<file path="src/rtl/adc_regif_pkg.sv">
package adc_regif_pkg;

  localparam int DATA_W = 12;
  localparam int BYTE_W = 8;
  localparam int TGT_W  = 4;

  typedef enum logic [1:0] {
    RSEL_RESULT = 2'd0,
    RSEL_CTRL   = 2'd1,
    RSEL_GAIN   = 2'd2,
    RSEL_OFFS   = 2'd3
  } rsel_e;

  typedef struct packed {
    logic [DATA_W-5:0] spare;
    rsel_e             rsel;
    logic              cal_go;
    logic              bipolar;
  } ctrl_t;

  localparam logic [TGT_W-1:0] TGT_CTRL = 4'd0;
  localparam logic [TGT_W-1:0] TGT_GAIN = 4'd1;
  localparam logic [TGT_W-1:0] TGT_OFFS = 4'd2;

endpackage

</file>
<file path="src/rtl/adc_bus_dec.sv">
module adc_bus_dec (
  input  logic clk,
  input  logic rst_n,
  input  logic cs_n,
  input  logic rd_n,
  input  logic wr_n,
  output logic rd_act,
  output logic wr_go
);

  logic wr_act;
  logic wr_act_q;

  assign rd_act = ~cs_n & ~rd_n;
  assign wr_act = ~cs_n & ~wr_n;
  assign wr_go  = wr_act & ~wr_act_q;

  always_ff @(posedge clk or negedge rst_n) begin
    if (!rst_n) wr_act_q <= 1'b0;
    else        wr_act_q <= wr_act;
  end

endmodule

</file>
<file path="src/rtl/adc_wr_asm.sv">
module adc_wr_asm
  import adc_regif_pkg::*;
(
  input  logic              clk,
  input  logic              rst_n,
  input  logic              wr_go,
  input  logic              hb_sel,
  input  logic [BYTE_W-1:0] wdata,
  output logic              commit,
  output logic [TGT_W-1:0]  commit_tgt,
  output logic [DATA_W-1:0] commit_data
);

  logic [BYTE_W-1:0] lo_q, lo_d;
  logic              vld_q, vld_d;
  logic              lo_en;

  always_comb begin
    lo_d   = lo_q;
    vld_d  = vld_q;
    lo_en  = 1'b0;
    commit = 1'b0;
    if (wr_go) begin
      if (!hb_sel) begin
        lo_d  = wdata;
        lo_en = 1'b1;
        vld_d = 1'b1;
      end else if (vld_q) begin
        commit = 1'b1;
        vld_d  = 1'b0;
      end
    end
  end

  assign commit_tgt  = wdata[BYTE_W-1:BYTE_W-TGT_W];
  assign commit_data = {wdata[DATA_W-BYTE_W-1:0], lo_q};

  always_ff @(posedge clk or negedge rst_n) begin
    if (!rst_n) begin
      lo_q  <= '0;
      vld_q <= 1'b0;
    end else begin
      if (lo_en) lo_q <= lo_d;
      vld_q <= vld_d;
    end
  end

endmodule

</file>
<file path="src/rtl/adc_busy_ctr.sv">
module adc_busy_ctr
  import adc_regif_pkg::*;
#(
  parameter int unsigned CONV_CYCLES = 20,
  parameter int unsigned CAL_CYCLES  = 60
) (
  input  logic              clk,
  input  logic              rst_n,
  input  logic              conv_start,
  input  logic              cal_req,
  input  logic [DATA_W-1:0] result_in,
  output logic              busy,
  output logic [DATA_W-1:0] result_q
);

  localparam int unsigned MAXC = (CAL_CYCLES > CONV_CYCLES) ? CAL_CYCLES : CONV_CYCLES;
  localparam int          CW   = $clog2(MAXC + 1);

  logic [CW-1:0] cnt_q, cnt_d;
  logic          conv_q;
  logic          run_q, run_d;
  logic          rise, cap;

  assign rise = conv_start & ~conv_q;
  assign busy = (cnt_q != '0);

  always_comb begin
    cnt_d = cnt_q;
    run_d = run_q;
    cap   = 1'b0;
    if (cnt_q != '0) begin
      cnt_d = cnt_q - CW'(1);
      if (cnt_q == CW'(1)) begin
        cap   = run_q;
        run_d = 1'b0;
      end
    end else if (cal_req) begin
      cnt_d = CW'(CAL_CYCLES);
      run_d = 1'b0;
    end else if (rise) begin
      cnt_d = CW'(CONV_CYCLES);
      run_d = 1'b1;
    end
  end

  always_ff @(posedge clk or negedge rst_n) begin
    if (!rst_n) begin
      cnt_q    <= '0;
      conv_q   <= 1'b0;
      run_q    <= 1'b0;
      result_q <= '0;
    end else begin
      cnt_q  <= cnt_d;
      conv_q <= conv_start;
      run_q  <= run_d;
      if (cap) result_q <= result_in;
    end
  end

endmodule

</file>
<file path="src/rtl/adc_regif.sv">
module adc_regif
  import adc_regif_pkg::*;
#(
  parameter int unsigned CONV_CYCLES = 20,
  parameter int unsigned CAL_CYCLES  = 60
) (
  input  logic              clk,
  input  logic              rst_n,
  input  logic              cs_n,
  input  logic              rd_n,
  input  logic              wr_n,
  input  logic              hb_sel,
  input  logic [BYTE_W-1:0] bus_wdata,
  output logic [DATA_W-1:0] bus_rdata,
  output logic [DATA_W-1:0] bus_oe,
  input  logic              conv_start,
  input  logic [DATA_W-1:0] result_in,
  output logic              busy
);

  localparam int HI_W = DATA_W - BYTE_W;
  localparam logic [DATA_W-1:0] OE_FULL = '1;
  localparam logic [DATA_W-1:0] OE_BYTE = {{HI_W{1'b0}}, {BYTE_W{1'b1}}};

  // reset: asserted asynchronously, removed on the clock
  logic [1:0] rsync_q;
  logic       arst_n;
  always_ff @(posedge clk or negedge rst_n) begin
    if (!rst_n) rsync_q <= 2'b00;
    else        rsync_q <= {rsync_q[0], 1'b1};
  end
  assign arst_n = rsync_q[1];

  logic              rd_act, wr_go;
  logic              commit;
  logic [TGT_W-1:0]  commit_tgt;
  logic [DATA_W-1:0] commit_data;
  logic [DATA_W-1:0] result_q;
  logic              cal_req;

  adc_bus_dec u_dec (
    .clk(clk), .rst_n(arst_n), .cs_n(cs_n), .rd_n(rd_n), .wr_n(wr_n),
    .rd_act(rd_act), .wr_go(wr_go)
  );

  adc_wr_asm u_wr (
    .clk(clk), .rst_n(arst_n), .wr_go(wr_go), .hb_sel(hb_sel), .wdata(bus_wdata),
    .commit(commit), .commit_tgt(commit_tgt), .commit_data(commit_data)
  );

  adc_busy_ctr #(.CONV_CYCLES(CONV_CYCLES), .CAL_CYCLES(CAL_CYCLES)) u_busy (
    .clk(clk), .rst_n(arst_n), .conv_start(conv_start), .cal_req(cal_req),
    .result_in(result_in), .busy(busy), .result_q(result_q)
  );

  // register bank
  ctrl_t             ctrl_q, ctrl_d;
  logic [DATA_W-1:0] gain_q, offs_q;
  logic              ctrl_en, gain_en, offs_en;

  always_comb begin
    ctrl_d        = ctrl_t'(commit_data);
    ctrl_d.cal_go = 1'b0;
    ctrl_en       = commit && (commit_tgt == TGT_CTRL);
    gain_en       = commit && (commit_tgt == TGT_GAIN);
    offs_en       = commit && (commit_tgt == TGT_OFFS);
  end

  assign cal_req = ctrl_en & commit_data[1];

  always_ff @(posedge clk or negedge arst_n) begin
    if (!arst_n) begin
      ctrl_q <= '0;
      gain_q <= '0;
      offs_q <= '0;
    end else begin
      if (ctrl_en) ctrl_q <= ctrl_d;
      if (gain_en) gain_q <= commit_data;
      if (offs_en) offs_q <= commit_data;
    end
  end

  // read steering
  logic [DATA_W-1:0] fmt_res, sel_val;
  logic              whole;

  assign fmt_res = result_q ^ {ctrl_q.bipolar, {(DATA_W-1){1'b0}}};

  always_comb begin
    unique case (ctrl_q.rsel)
      RSEL_RESULT: begin sel_val = fmt_res;        whole = 1'b1; end
      RSEL_CTRL:   begin sel_val = DATA_W'(ctrl_q); whole = 1'b1; end
      RSEL_GAIN:   begin sel_val = gain_q;          whole = 1'b0; end
      default:     begin sel_val = offs_q;          whole = 1'b0; end
    endcase
    bus_rdata = '0;
    bus_oe    = '0;
    if (rd_act) begin
      if (hb_sel) begin
        bus_rdata = {{BYTE_W{1'b0}}, sel_val[DATA_W-1:BYTE_W]};
        bus_oe    = OE_BYTE;
      end else if (whole) begin
        bus_rdata = sel_val;
        bus_oe    = OE_FULL;
      end else begin
        bus_rdata = {{HI_W{1'b0}}, sel_val[BYTE_W-1:0]};
        bus_oe    = OE_BYTE;
      end
    end
  end

endmodule

</file>
<file path="config.mk">
export PLATFORM = sky130hd
export DESIGN_NAME = adc_regif
export DESIGN_NICKNAME = d
export VERILOG_FILES = /design/src/rtl/adc_regif_pkg.sv /design/src/rtl/adc_bus_dec.sv /design/src/rtl/adc_wr_asm.sv /design/src/rtl/adc_busy_ctr.sv /design/src/rtl/adc_regif.sv
export SDC_FILE = /design/constraint.sdc
export NUM_CORES = 1
export LEC_CHECK = 0
export CORE_ASPECT_RATIO = 0.6
export CORE_MARGIN = 2
export CORE_UTILIZATION = 65
export DETAILED_ROUTE_END_ITERATION = 7
export DONT_BUFFER_PORTS = 1
export PLACE_DENSITY = 0.81
export SLEW_MARGIN = 30
export SYNTH_ARGS = -nofsm -noshare
export SYNTH_HDL_FRONTEND = slang
export SYNTH_SLANG_ARGS = --single-unit
export TNS_END_PERCENT = 5
</file>
<file path="constraint.sdc">
create_clock -name clk -period 4.1 [get_ports clk]
set_clock_uncertainty 0.05 [all_clocks]
set_input_delay 0.41 -clock clk [delete_from_list [all_inputs] [get_ports clk]]
set_output_delay 0.41 -clock clk [all_outputs]
set_load 0.05 [all_outputs]
</file>
Word level (Yosys, flattened, before mapping) --
Index checks and enable logic that the tools add are counted.
Operators by class: $add $sub $neg 1, multipliers 0, divide/modulo/power cells 0, magnitude comparators 0, equality and inequality tests 6, shift-type cells 0, mux-type cells 22, bitwise logic cells 12, reductions and logical operators 10
Operators with widths (number):
- 12-bit two-way mux | 6
- 12-bit one-hot mux with 3 select lines | 1
- 6-bit two-way mux | 3
- 1-bit two-way mux | 12
- 12-bit bitwise XOR | 1
- 6-bit by 1-bit equality test with 1-bit output, second input constant | 1
- 1-bit inverter | 6
- 6-bit nonzero test | 1
- 6-bit by 1-bit subtractor with 6-bit output, second input constant | 1
- 1-bit AND | 5
- 4-bit by 1-bit equality test with 1-bit output, second input constant | 1
- 4-bit by 2-bit equality test with 1-bit output, second input constant | 1
- 4-bit logical NOT | 1
- 1-bit logical AND | 3
- 3-bit AND reduction | 1
- 3-bit nonzero test | 1
- 2-bit by 1-bit equality test with 1-bit output, second input constant | 1
- 2-bit equality test, second input constant | 1
- 2-bit logical NOT | 1
- 2-bit by 1-bit != test with 1-bit output, second input constant | 1
- 2-bit AND reduction | 1
- 2-bit OR reduction | 1
Storage, ports and cells: register bits after elaboration 67, bits in latches 0, RAM bits 0, bits in read-only memories 0, output and inout bits 25, memories kept 0

Logic depth before layout (Yosys ltp) --
Gate-level depths: netlist of run 1.
word-level depth 8, mapped depth 8

By module --
A second synthesis of run 1 with hierarchy kept.
Unflattened totals: cells, all modules 247, area total of the unflattened synthesis 3437.0 um2
By module, submodules not included:
- adc_regif | instances 1, cells each 143, area each 2035.7 um2, seq. area each 925.9 um2
- adc_busy_ctr | instances 1, cells each 70, area each 908.4 um2, seq. area each 500.5 um2
- adc_wr_asm | instances 1, cells each 30, area each 450.4 um2, seq. area each 225.2 um2
- adc_bus_dec | instances 1, cells each 4, area each 42.5 um2, seq. area each 25.0 um2

Worst setup path after synthesis of run 1 --
OpenSTA, ideal clock, no wires.
path type input to output, start input port cs_n, end output port bus_rdata[11], data arrival time 3.179 ns, setup slack 0.461 ns, stages 4, cell sequence nor2_1 > nand2_1 > nor2_1 > a21boi_0
Between the ends: cells in the longest elaborated chain, start to end 3
RTL lines:
- start: declaration | line adc_regif.sv:9 | input logic cs_n,
- 1-bit inverter | line adc_bus_dec.sv:14 | assign rd_act = ~cs_n & ~rd_n;
- 1-bit AND | line adc_bus_dec.sv:14
- 12-bit two-way mux | line adc_regif.sv:98 | if (rd_act) begin
- end: declaration | line adc_regif.sv:14 | output logic [DATA_W-1:0] bus_rdata,
Every way passes these cells.

Final worst setup path of run 1 --
start register ctrl_q[3] (netlist bit), end output port bus_rdata[9]
Between the ends: cells in the longest elaborated chain, start to end 6, elaborated cells between the ends (all ways) 9, classes of those cells eq/ne (2); mux (5); reduce/logical (2)
RTL lines:
- start: declaration | line adc_regif.sv:57 | ctrl_t ctrl_q, ctrl_d;
- start signal: assignment | line adc_regif.sv:77 | if (ctrl_en) ctrl_q <= ctrl_d;
- 2-bit by 1-bit equality test with 1-bit output or 2-bit logical NOT (tied branches) | line adc_regif.sv:90 | unique case (ctrl_q.rsel)
- 2-bit OR reduction (no line)
- 1-bit two-way mux | line adc_regif.sv:90
- 12-bit two-way mux (*) | line adc_regif.sv:102 | end else if (whole) begin
- 12-bit two-way mux (*) | line adc_regif.sv:99 | if (hb_sel) begin
- 12-bit two-way mux (*) | line adc_regif.sv:98
Every way passes the cells marked *; elsewhere a longest branch is shown, timed or not.

==> results by group, run 1 <==
Final layout
  – Multi-input gate area: 1346 um^2
  – Storage cell area: between 1500 and 2000 um^2
  – Total Nets Final: 259
  – Post-route cell area: about 3500 um^2
  – # fillers: around 270
  – Most common library cell in the layout ignoring fill and taps: dfrtp_1
  – N_diodes: 0
  – Layout area overhead: 10.04%
  – Most frequent cells in the layout: dfrtp_1 (66), mux2_2 (47), clkbuf_8 (11)
  – Share of layout cells above drive strength 1: 0.4231

Synthesis
  – Sequential fraction of the synthesis area: 0.5337
  – Number of synthesized register bits: 67
  – Syn nets: 261
  – Cell accounting for the most synthesized area: dfrtp_1
  – Synth Flop Type: dfrtp_1
  – EDFF count, synth: 0
  – Async S/R FF share, synth: 1.000
  – Post-synthesis instance total: ~230
  – Syn avg cell area: about 14 um^2
  – Mapped cell area: around 3100 um^2
  – Synth top area share: 0.5337
  – Dominant cells by area after synthesis: dfrtp_1 (53%), mux2_2 (17%), mux4_2 (5.7%)
  – Synth unique cells: 38
  – YS warnings: 0

CTS
  – Clock root cell: clkbuf_8
  – Htree depth: 3
  – Cts bufs inserted: 9
  – Post-CTS sizing: 0
  – Setup bufs post-CTS: 0
  – Hold_buf cts: 1
  – Clock Path Buffers: 2
  – Sink Count: 67
  – Clock-pin slew on the worst setup and hold paths: 0.07 ns
  – TritonCTS clock tree: built
  – Worst skew pair latency: between 0.3 and 0.4 ns

Floorplan
  – Core ar.: 4612 um^2
  – I/O pin total: 52
  – Starting Density: 0.6812
  – Rows: 19
  – Die Footprint: 5424 um^2
  – Die width: 93.76 um
  – Chip height: between 50 and 60 um

Place
  – RD Place Congestion: 0.7676
  – Placed instance area: 3192 um^2
  – Port Buffer Count: 0
  – Dpl hpwl: 4400 um

Pwr
  – Power Density: 458.7 nW/um^2
  – Register share of total power: 0.477
  – Gate power share: 0.095
  – P_int: 1214 uW
  – Switching Fraction: 0.2347
  – Worst VDD drop: 298.9 uV
  – Power share of the clock group: 0.427
  – Leak: approximately 0.0016 uW
  – NetSw: 372.1 uW

Route
  – WL final: 6440 um
  – TritonRoute pass-1 iters: 5
  – DR vias: roughly 1900
  – Number of remaining DRC errors: 0
  – Routed Antenna Nets: 0
  – Average routed wire per standard cell: 21.68 um
  – Drt first-iter violations: roughly 110
  – Via density: between 6 and 7

Worst setup path
  – Worst EP arrival: 2.55 ns
  – Crit Path Max Fanout: 20
  – Critical setup path kind: reg -> out
  – Worst path required time: about 3.6 ns
  – Critical path launch point type: register
  – Critical path capture point type: output port

Timing
  – Setup TNS: 0 ns
  – Fmax: about 330 MHz
  – Pins over their slew limit: 0
  – Worst rel slew slack: 0.3182
  – RSZ-0062 raised after global routing: no
  – Least-Margin Pin Slew: 1.016 ns
  – Part of the cycle the worst path needs: 0.7353
  – Final setup vio count: 0
  – Min cycle time layout: 3.015 ns
  – Hold Fails Final Rpt: 0

Run status
  – Outcome: completed

Global route
  – First-pass GRT wire length: just over 10000 um
  – Largest net degree at the start of global routing: 47
  – GRT Total Usage: 0.2702
  – Vias in the first global route: 1996
  – Initial antenna violation count: 0
  – GRT Residual Overflow: 0

Flow run
  – Max_cap viols: 0

Min path
  – Hold Crit Class: in -> reg
stage by stage:
| step | setup slack, ns | power (uW) | instances | util | hold WS (ns) |
|---|---|---|---|---|---|
| floorplan | 0.4614 | 886.5 | 232 | - | 0.06441 |
| detailed placement | 1.440 | 918.0 | 281 | 0.6921 | 0.06447 |
| global route | 0.9729 | 1646 | 297 | 0.7496 | 0.007414 |
| finish | 1.085 | 1586 | 297 | 0.7496 | 0.03737 |
| CTS | 1.047 | 1594 | 297 | 0.7482 | 0.02515 |
| global placement | 1.489 | 906.7 | 281 | 0.6907 | 0.06447 |
critical path, stage by stage (launching register included):
cell and delay (ns):
dfrtp_1 0.70, nor2_4 0.50, buf_4 0.47, and2_1 0.52
routing by layer:
layer	global-route usage	vias to the layer above	wire (um)
met5	0	-	0
met4	0.1035	0	89
met3	0.1209	7	644
met2	0.4041	80	3001
met1	0.3548	982	2705
li1	-	819	-
cell usage after synthesis (3+ instances only):
library cell,n
a31oi_1,5
and2_1,3
buf_4,11
clkbuf_1,5
dfrtp_1,67
inv_1,6
mux2_2,47
mux2_4,10
mux2i_1,4
mux4_2,8
nand2_1,7
nand3_1,4
nand4_1,3
nor2_1,7
nor2b_1,4
nor3_1,4
o21ai_0,7
or3_1,4
path summary, 6_finish.rpt:
check                                start                  end  slack, ns  cells after the start
setup / recovery                 ctrl_q[3]         bus_rdata[9]       1.09                      3
hold / removal                  conv_start        u_busy.conv_q       0.04                      0
setup reg to reg           u_busy.cnt_q[0]  u_busy.result_q[11]       1.69                      5
hold reg to reg                 rsync_q[1]       u_dec.wr_act_q       0.16                      0
max in group asynchronous       rsync_q[1]           offs_q[11]       2.91                      1
min in group asynchronous       rsync_q[1]       u_dec.wr_act_q       0.16                      0
cell families after synthesis:
logic type | count (synthesis) | share of synthesized area
flip-flops | 67 | 0.5337
adder cells (fa/ha/maj) | 2 | 0.007964
other | 1 | 0.001194
AND/OR/NAND/NOR | 45 | 0.08045
buffers and inverters | 27 | 0.04859
AO/OA/AOI/OAI | 18 | 0.03346
multiplexers | 69 | 0.2863
XOR/XNOR | 3 | 0.008365
power groups by stage:
stage               sequential (uW)  combinational, uW  clock, uW
floorplan                       752                135          0
global placement                763                143          0
detailed placement              768                150          0
CTS                             756                152        686
global route                    765                161        720
finish                          757                151        678
sequential cells by signal (all words and copies together), names as in the netlist:
register and flops:
gain_q 12, offs_q 12, u_busy.result_q 12, ctrl_q 11
u_wr.lo_q 8, u_busy.cnt_q 6, rsync_q 2, u_busy.conv_q 1
u_busy.run_q 1, u_dec.wr_act_q 1, u_wr.vld_q 1
final cells by class:
class / count / share of cell area
tap: 63 / 0.02280
timing repair buffer: 8 / 0.02389
inverter: 6 / 0.006515
sequential: 67 / 0.4853
clock buffer: 11 / 0.04379
multi-input combinational: 138 / 0.3894
clock inverter: 4 / 0.02823
Note: power is estimated with default switching activity, not from simulation.
==> run 2: changes to the inputs <==
- CORE_UTILIZATION: 65 -> 57
- PLACE_DENSITY: 0.81 -> 0.75
- clock period: 4.1 -> 2.5 ns (I/O delays scaled with it)
==> run 2 against run 1 <==
Compared with the run above: power rose by 49%; final cell count rose by 13%; sequential power rose by 64%; clock-buffer cell count rose by 3; global-route usage fell by 1.9 points; worst hold slack got worse by 0.020 ns; final area rose by 8.6%; worst setup slack got worse by 0.90 ns.
==> results by group, run 2 (synthesis results as in run 1) <==
Worst setup path
  – Launch point of the worst reg-to-reg path: u_dec.wr_act_q (was u_busy.cnt_q[0])
  – Crit path from: ctrl_q[2] (was ctrl_q[3])
  – Critical path launch point type: register (unchanged)
  – Worst EP arrival: 2.01 ns (was 2.55 ns)
  – Critical setup path kind: reg -> out (unchanged)
  – Crit Path Max Fanout: 9 (was 20)
  – Critical path capture point type: output port (unchanged)
  – Worst path required time: 2.20 ns (was 3.64 ns)

Run status
  – Outcome: completed (unchanged)

Route
  – Routed Antenna Nets: 0 (unchanged)
  – Number of remaining DRC errors: 0 (unchanged)
  – Average routed wire per standard cell: 20.25 um (was 21.68 um)
  – Via density: 5.863 (was 6.357)
  – WL final: 6805 um (was 6440 um)
  – TritonRoute pass-1 iters: 4 (was 5)
  – DR vias: 1970 (was 1888)
  – Drt first-iter violations: 57 (was 105)

Flow run
  – Max_cap viols: 0 (unchanged)

Final layout
  – Layout area overhead: 19.51% (was 10.04%)
  – Most common library cell in the layout ignoring fill and taps: dfrtp_1 (unchanged)
  – N_diodes: 0 (unchanged)
  – Total Nets Final: 294 (was 259)
  – Largest regs: gain_q (12), offs_q (12), u_busy.result_q (12) (unchanged)
  – Most frequent cells in the layout: dfrtp_1 (65), mux2_2 (47), dlygate4sd3_1 (21) (was dfrtp_1 (66), mux2_2 (47), clkbuf_8 (11))
  – Share of layout cells above drive strength 1: 0.4148 (was 0.4231)

Global route
  – Vias in the first global route: 2054 (was 1996)
  – M2 GR Usage: 0.3919 (was 0.4041)
  – Initial antenna violation count: 0 (unchanged)
  – Largest net degree at the start of global routing: 37 (was 47)
  – GRT Residual Overflow: 0 (unchanged)
  – First-pass GRT wire length: 10920 um (was 10380 um)
  – GRT Total Usage: 0.2511 (was 0.2702)
  – GRT Max-Usage Layer: met2 (unchanged)
  – Grt met1 use: 0.3449 (was 0.3548)
  – Grt met3 use: 0.08059 (was 0.1209)

Floorplan
  – Die Footprint: 6141 um^2 (was 5424 um^2)
  – Die width: 99.85 um (was 93.76 um)
  – Rows: 20 (was 19)
  – I/O pin total: 52 (unchanged)
  – Starting Density: 0.6065 (was 0.6812)
  – Core ar.: 5180 um^2 (was 4612 um^2)
  – Chip height: 61.51 um (was 57.85 um)

Pwr
  – Worst VDD drop: 497.2 uV (was 298.9 uV)
  – Register share of total power: 0.526 (was 0.477)
  – P_int: 1754 uW (was 1214 uW)
  – NetSw: 607.7 uW (was 372.1 uW)
  – Gate power share: 0.123 (was 0.095)
  – Leak: 0.001708 uW (was 0.001561 uW)
  – Switching Fraction: 0.2573 (was 0.2347)
  – Power share of the clock group: 0.350 (was 0.427)
  – Power Density: 629.0 nW/um^2 (was 458.7 nW/um^2)
  – Total power: 2362 uW (was 1586 uW)

Timing
  – Fmax: 432.7 MHz
  – RSZ-0062 raised after global routing: no (unchanged)
  – Worst rel slew slack: 0.5576 (was 0.3182)
  – Part of the cycle the worst path needs: 0.9245
  – Hold Fails Final Rpt: 0 (unchanged)
  – Worst Setup Slack, final: 0.1888 ns (was 1.085 ns)
  – Least-Margin Pin Slew: 0.6636 ns (was 1.016 ns)
  – Min cycle time layout: 2.311 ns
  – Pins over their slew limit: 0 (unchanged)
  – Final setup vio count: 0 (unchanged)

CTS
  – Setup bufs post-CTS: 0 (unchanged)
  – TritonCTS clock tree: built (unchanged)
  – Clock-pin slew on the worst setup and hold paths: 0.06 ns (was 0.07 ns)
  – Cts bufs inserted: 9 (unchanged)
  – Clock Path Buffers: 2 (unchanged)
  – Htree depth: 3 (unchanged)
  – Worst skew pair latency: 0.34 ns (was 0.35 ns)
  – Sink Count: 67 (unchanged)
  – Clock root cell: clkbuf_8 (unchanged)

Min path
  – Hold Crit Class: in -> reg (unchanged)
  – Hold Crit Start: result_in[0] (was conv_start)

Place
  – Pre-CTS setup slack: 0.4365 ns (was 1.440 ns)
  – Dpl hpwl: 4727 um (was 4400 um)
  – RD Place Congestion: 0.7719 (was 0.7676)
  – Port Buffer Count: 0 (unchanged)
## run 2: area by class of cell
class / instances / area [um^2]
Clock buffer: 14 / 172.7
Sequential cell: 67 / 1679
Clock inverter: 2 / 10.01
Fill cell: 362 / 1425
Inverter: 6 / 22.52
Tap cell: 66 / 82.58
Timing Repair Buffer: 43 / 445.4
Multi-Input combinational cell: 138 / 1343
## run 2: metrics by stage
stage	std cells	area, um^2	hold slack, ns	util	setup TNS [ns]
after floorplan	232	3148	-0.09559	-	-0.06046
after global placement	299	3361	-0.09553	0.6488	0
final	336	3755	0.01753	0.7249	0
after global routing	336	3755	0.0006369	0.7249	0
after detailed placement	299	3361	-0.09554	0.6488	0
after CTS	336	3754	0.003154	0.7246	0
## run 2: layer usage
metal,routed length [um],vias to the layer above
li1,-,890
met1,3196,1009
met2,3058,62
met3,457,9
met4,93,0
met5,0,-
## run 2: critical path, stage by stage, from the launching register on
cell     delay, ns
dfrtp_1       0.51
buf_4         0.23
mux4_2        0.52
nand3_1       0.09
nand2_1       0.31
## run 2: final timing paths
path / to / slack, ns / depth (start not counted)
worst max register to register: gain_q[0] / 0.50 / 4
worst max-delay path: bus_rdata[0] / 0.19 / 4
max in group asynchronous: ctrl_q[3] / 1.51 / 1
worst min-delay path: u_busy.result_q[0] / 0.02 / 1
worst min register to register: u_busy.conv_q / 0.26 / 0
min in group asynchronous: rsync_q[0] / 0.08 / 1
## run 2: what timing repair did
| action | 4_1_cts | 5_1_grt |
|---|---|---|
| endpoints found under the setup margin | 0 | 2 |
| endpoints found under the hold margin | 30 | 0 |
| gates resized for setup | 0 | 1 |
| hold buffers | 21 | 0 |
## run 2: power groups by stage
stage                     Clock [uW]  Combinational [uW]  Sequential, uW
final                            827                 291            1240
after global routing             885                 313            1260
after CTS                        842                 292            1240
after detailed placement           0                 263            1260
after global placement             0                 256            1260
after floorplan                    0                 223            1230
